==> config.mk <==
export PLATFORM = sky130hd
export DESIGN_NAME = skew_realign
export DESIGN_NICKNAME = d
export VERILOG_FILES = /design/src/rtl/skew_realign_pkg.sv /design/src/rtl/skew_delay_line.sv /design/src/rtl/skew_valid_timer.sv /design/src/rtl/skew_realign.sv
export SDC_FILE = /design/constraint.sdc
export NUM_CORES = 1
export LEC_CHECK = 0
export ABC_AREA = 1
export CAP_MARGIN = 20
export CORE_MARGIN = 5
export CORE_UTILIZATION = 40
export CTS_CLUSTER_SIZE = 40
export DETAILED_ROUTE_END_ITERATION = 8
export GPL_ROUTABILITY_DRIVEN = 0
export PLACE_DENSITY = 0.7
export SLEW_MARGIN = 5
export SYNTH_ARGS = -nofsm -noshare
export SYNTH_HDL_FRONTEND = slang
export SYNTH_SLANG_ARGS = --single-unit
export TNS_END_PERCENT = 5
==> constraint.sdc <==
create_clock -name clk -period 2.7 [get_ports clk]
set_input_delay 0.27 -clock clk [delete_from_list [all_inputs] [get_ports clk]]
set_output_delay 0.27 -clock clk [all_outputs]
set_load 0.005 [all_outputs]
==> src/rtl/skew_realign_pkg.sv <==
package skew_realign_pkg;

    // Alignment delay of bit k in an n-bit skewed counter, reduced
    // modulo the bit's toggle period 2^(k+1).
    function automatic int unsigned align_depth(input int unsigned n, input int unsigned k);
        int unsigned raw_len;
        raw_len = n - 1 - k;
        if (k >= 30)
            return raw_len;          // period exceeds any possible raw length
        return raw_len % (32'd1 << (k + 1));
    endfunction

endpackage

==> src/rtl/skew_delay_line.sv <==
module skew_delay_line #(
    parameter int unsigned DEPTH = 1
) (
    input  logic clk,
    input  logic rst,
    input  logic en,
    input  logic din,
    output logic dout
);

    typedef struct packed {
        logic [DEPTH-1:0] taps;
    } line_t;

    line_t st_d, st_q;

    always_comb begin
        st_d = st_q;
        if (en)
            st_d.taps = DEPTH'({st_q.taps, din});
    end

    always_ff @(posedge clk) begin
        if (rst) st_q <= '0;
        else     st_q <= st_d;
    end

    assign dout = st_q.taps[DEPTH-1];

    // an enabled edge captures the input into the first stage
    a_r2_entry: assert property (@(posedge clk) disable iff (rst)
        en |=> (st_q.taps[0] == $past(din)));

    // a disabled edge leaves every stage untouched
    a_r6_hold: assert property (@(posedge clk) disable iff (rst)
        !en |=> $stable(st_q.taps));

endmodule

==> src/rtl/skew_valid_timer.sv <==
module skew_valid_timer #(
    parameter int unsigned LATENCY = 7
) (
    input  logic clk,
    input  logic rst,
    input  logic en,
    output logic valid
);

    localparam int unsigned CW = $clog2(LATENCY + 1);
    localparam logic [CW-1:0] LAST = CW'(LATENCY);

    typedef struct packed {
        logic [CW-1:0] count;
        logic          valid;
    } timer_t;

    timer_t tm_d, tm_q;

    always_comb begin
        tm_d = tm_q;
        if (en && (tm_q.count != LAST))
            tm_d.count = tm_q.count + 1'b1;
        tm_d.valid = (tm_d.count == LAST);
    end

    always_ff @(posedge clk) begin
        if (rst) tm_q <= '0;
        else     tm_q <= tm_d;
    end

    assign valid = tm_q.valid;

    // once valid, stays valid until reset
    a_r3_sticky: assert property (@(posedge clk) disable iff (rst)
        tm_q.valid |=> tm_q.valid);

    // valid rises only on the enabled edge that completes the latency
    a_r3_rise_point: assert property (@(posedge clk) disable iff (rst)
        $rose(tm_q.valid) |-> ($past(en) && ($past(tm_q.count) == LAST - 1'b1)));

    // timer frozen while disabled
    a_r6_timer_frozen: assert property (@(posedge clk) disable iff (rst)
        !en |=> $stable(tm_q.count));

endmodule

==> src/rtl/skew_realign.sv <==
module skew_realign
    import skew_realign_pkg::*;
#(
    parameter int unsigned WIDTH = 8
) (
    input  logic             clk,
    input  logic             rst,
    input  logic             en,
    input  logic [WIDTH-1:0] skew_bits,
    output logic [WIDTH-1:0] aligned,
    output logic             aligned_valid
);

    localparam int unsigned LATENCY = WIDTH - 1;

    for (genvar k = 0; k < WIDTH; k++) begin : g_bit
        localparam int unsigned D = align_depth(WIDTH, k);
        if (D == 0) begin : g_wire
            assign aligned[k] = skew_bits[k];
        end else begin : g_line
            skew_delay_line #(.DEPTH(D)) u_line (
                .clk  (clk),
                .rst  (rst),
                .en   (en),
                .din  (skew_bits[k]),
                .dout (aligned[k])
            );
        end
    end

    skew_valid_timer #(.LATENCY(LATENCY)) u_timer (
        .clk   (clk),
        .rst   (rst),
        .en    (en),
        .valid (aligned_valid)
    );

    // a valid word advances by one per enabled edge, wrapping at 2^WIDTH
    a_r5_step_one: assert property (@(posedge clk) disable iff (rst)
        (aligned_valid && $past(aligned_valid) && $past(en))
            |-> (aligned == WIDTH'($past(aligned) + 1'b1)));

    // with counting paused the valid word does not move
    a_r6_word_still: assert property (@(posedge clk) disable iff (rst)
        (aligned_valid && $past(aligned_valid) && !$past(en)) |-> $stable(aligned));

endmodule

## Word-level counts from Yosys, hierarchy flattened

Index checks and enable logic that the tools add are counted.

- Flip-flop bits (word level): 22
- Latch bits: 0
- RAM bits: 0
- Memory bits (read-only): 0
- Input bits: 11
- Output and inout bits: 9
- Logic and storage cells: 14
- Memories: 0

- Add/subtract/negate cells: 1
- $mul: 0
- Div/mod/pow operators: 0
- Magnitude comparators: 0
- Equality and inequality tests: 2
- Shifts and indexed selects: 0
- Mux-type cells: 1
- Bitwise logic cells: 0
- Reductions and logical operators: 1

Operators by type and width:

| cell | count |
|---|---|
| 3-bit by 1-bit adder with 3-bit output, second input constant | 1 |
| 3-bit equality test, second input constant | 1 |
| 3-bit two-way mux | 1 |
| 3-bit inequality test, second input constant | 1 |
| 1-bit logical AND | 1 |

## Depth between registers and ports, before layout

- Depth after elaboration: 4
- Depth in mapped cells: 8
- Depth with buffers taken out: 8

## Cells and area by module

Synthesis repeated with hierarchy kept, for this count alone.

- Cell total of the unflattened synthesis: 144
- Area, all modules: 979.7 um^2

Modules (own cells, without submodules):

| module | times used | cells an instance | area an instance (um^2) |
|---|---|---|---|
| skew_delay_line at g_bit[2].g_line.u_line | 1 | 32 | 221.5 |
| skew_valid_timer | 1 | 26 | 197.7 |
| skew_delay_line at g_bit[3].g_line.u_line | 1 | 26 | 175.2 |
| skew_delay_line at g_bit[1].g_line.u_line ... | 2 | 13 | 83.8 |
| skew_delay_line at g_bit[4].g_line.u_line | 1 | 19 | 120.1 |
| skew_delay_line at g_bit[0].g_line.u_line ... | 2 | 7 | 45.0 |
| skew_realign | 1 | 1 | 7.5 |

## Least setup slack after synthesis

Ideal clock, no wire load.

- Path kind: flip-flop to flip-flop
- From: register u_timer.tm_q[1] (netlist bit)
- To: register u_timer.tm_q (netlist bit u_timer.valid)
- Setup time: 0.113 ns
- Arrival: 1.046 ns
- Path slack: 1.540 ns
- Cell stages (with the launch flop): 9
- Path buffers: 0
- Period minus slack after synthesis: 1.160 ns
- Path through: dfxtp_1 ha_1 ha_1 inv_1 nand2_1 nand2_1 nand2_1 nand2_1 nor2_2

- Word-level cells in the longest chain between the ends: 4
- Elaborated cells on any way between the ends: 5
- Those cells by class: 1 x add/sub; 2 x eq/ne; 1 x mux; 1 x reduce/logical

RTL lines:

| what | line | source |
|---|---|---|
| from (decl) | skew_valid_timer.sv:18 | `timer_t tm_d, tm_q;` |
| from (signal assigned) | skew_valid_timer.sv:29 | `else tm_q <= tm_d;` |
| parallel branches: the longest is 2 deep, another holds 3-bit by 1-bit adder with 3-bit output | - |  |
| 3-bit two-way mux * | skew_valid_timer.sv:22 | `if (en && (tm_q.count != LAST))` |
| 3-bit equality test * | skew_valid_timer.sv:24 | `tm_d.valid = (tm_d.count == LAST);` |

Mark *: on every way between the ends.
A chain may end at the register's enable or synchronous reset.

==> impl_metrics.tcl <==
set metrics [dict create \
    fp.dieW_um 56.8 \
    io_pins 20 \
    clock_path_buffers 2 \
    synthAdderAreaFrac 0.0285 \
    std_cell_rows 17 \
    syn_nets 124 \
    io_buffer_count 17 \
    grt_util_all_layers 0.0943 \
    dp_cells 144 \
    final_layout_size_suffix_gt1_frac 0.0583 \
    hold_viol 0 \
    clkSlewWorstSetupHoldPaths_ps 120 \
    grt_pass1_vias 609 \
    hp-class "reg2reg" \
    end_kind "register" \
    power.share.switching 0.233 \
    max-cap-violations 0 \
    synth_ff_type "dfxtp_1" \
    syn_area_per_cell_um2 7.90 \
    synth_simple_gate_area_frac 0.220 \
    synth-xor-area-share 0 \
    die-area_um2 3230 \
    final_net_count 134 \
    fin_skew_ps 10.5 \
    grt_pass1_wl_um 2440 \
    power.leakage_nw 0.448 \
    vias_per_cell 4.54 \
    grt_overflow 0 \
    timing.critical_path.from "en" \
    worst_pin_slew_ps 689 \
    drtIter0Drc 11 \
    maxSlewViolCount 0 \
    fin_util 0.478 \
    slew_headroom 0.540 \
    synthesis.area_um2 877 \
    synthDistinctLibCells 15 \
    synth_top_family_by_area "simple AND/OR/NAND/NOR gates" \
    die_h_um 56.8 \
    dp_hpwl_um 998 \
    pwr-share-clk 0.295 \
    start_util 0.408 \
    yosys_warnings 0 \
    post_drt_wl_per_cell_um 9.84 \
    first_pass_iters 2 \
    p_switching_uw 142 \
    numCtsBuffers 3 \
    ant_nets 0 \
    diodes 0 \
    cts_root_buffer "clkbuf_4" \
    detailroute.via_count 672 \
    fmax_ghz 0.662 \
    synth_compound_area_frac 0.114 \
    outcome "completed" \
    ys_seq_area_frac 0.502 \
    setup_viol 0 \
    fin_area_um2 1030 \
    p_seq_frac 0.585 \
    drc 0 \
    pwr-share-comb 0.121 \
    critPathMaxFanout 23 \
    cts-resized-gates 0 \
    grt_start_max_net_pins 24 \
    critical_path_required_ps 2910 \
    clk_latency_ps 310 \
    cts_tree "built" \
    synth_edf_count 0 \
    cts_max_level 1 \
    stdcell_count 148 \
    path_class "in2reg" \
    period_minus_slack_ps 1510 \
    power_uw 609 \
    dpl_cell_area_um2 990 \
    holdBufCountCts 0 \
    min_from "g_bit[2].g_line.u_line.st_q[3]" \
    cellPowerDensity_nw_per_um2 593 \
    cts_num_sinks 22 \
    fin_tns_setup_ps 0 \
    synthToLayoutAreaGrowth_pct 17.0 \
    core-area_um2 2150 \
    fillers 210 \
    worst_ep_arrival_time_ps 1720 \
    ys_async_sr_fraction 0 \
    postCtsSetupBuffers 0 \
    final.period_utilization 0.559 \
    p_int_uw 467 \
    r2r-start "u_timer.tm_q[1]" \
    synthMuxAreaShare 0 \
    ir_worst_vdd_v 0.000291 \
    synthCells 111 \
    start_kind "primary input" \
    wl_um 1460 \
    rsz0062_at_grt "false" \
    synth-seq-cells 22 \
    antenna_found_initial 0 \
]
==> state kept, by name (all words and copies together), names as in the netlist <==
signal and cells:
g_bit.g_line.u_line.dout 2, g_bit.g_line.u_line.st_q 16, u_timer.tm_q 3, u_timer.valid 1
==> area by class of cell <==
class	count	area, µm²	share of cell area
clock buffers	4	36.3	0.0354
inverters	7	26.3	0.0256
multi-input cells	70	318	0.310
flip-flops and latches	22	440	0.429
well taps	28	35.0	0.0341
repair buffers	17	170	0.166
==> stage by stage <==
step	setup WS, ps	hold WS [ps]
final	1190	490
after global routing	1090	518
after CTS	1220	498
after detailed placement	894	469
after global placement	911	458
after floorplan	1540	339
==> layout by cell type (no fill, tap or decap) <==
master	Yosys	routed
a21oi_1	2	2
clkbuf_4	0	3
clkbuf_8	0	1
clkdlybuf4s50_1	0	17
dfxtp_1	22	22
ha_1	2	2
inv_1	6	6
inv_2	1	1
nand2_1	7	7
nand3_1	3	3
nand3_2	1	1
nor2_1	36	36
nor2_2	1	1
o21ai_0	18	18
==> logic make-up after synthesis <==
| family | Yosys count |
|---|---|
| buffers and inverters | 19 |
| and+or+nand+nor | 48 |
| DFF | 22 |
| adders and majority gates | 2 |
| AOI/OAI and AO/OA | 20 |
==> path summary, 6_finish.rpt <==
path / end / slack (ps) / cells past startpoint
worst max-delay path: g_bit[2].g_line.u_line.st_q[2] / 1190 / 4
worst min-delay path: g_bit[2].g_line.u_line.st_q[4] / 490 / 2
worst max register to register: u_timer.valid / 1410 / 8
worst min register to register: g_bit[2].g_line.u_line.st_q[4] / 490 / 2
==> power by group through the flow <==
stage,Clock [mW],Combinational (mW),Sequential (mW)
3_5_place_dp,0,0.0742,0.363
2_1_floorplan,0,0.0541,0.360
3_3_place_gp,0,0.0731,0.362
5_1_grt,0.199,0.0849,0.359
6_report,0.179,0.0736,0.356
4_1_cts,0.186,0.0748,0.356
==> routing by layer <==
layer  vias up  global-route usage  wire length, µm
li1        359                   -                -
met1       297               0.105              695
met2        14               0.158              654
met3         2              0.0299               93
met4         0              0.0497               12
met5         -                   0                0
==> critical path, stage by stage <==
cell             delay [ps]
clkdlybuf4s50_1         910
inv_2                   290
nor2_1                  180
nor2_1                   70
==> synth_stat cells (2+ instances only) <==
master | n | share of area
o21ai_0 | 18 | 0.10
buf_4 | 8 | 0.068
dfxtp_1 | 22 | 0.50
inv_1 | 6 | 0.026
nand3_1 | 3 | 0.017
a21oi_1 | 2 | 0.011
nand2_1 | 7 | 0.030
nor2_1 | 36 | 0.15
buf_6 | 2 | 0.026
ha_1 | 2 | 0.029
(Power assumes the default switching activity.)
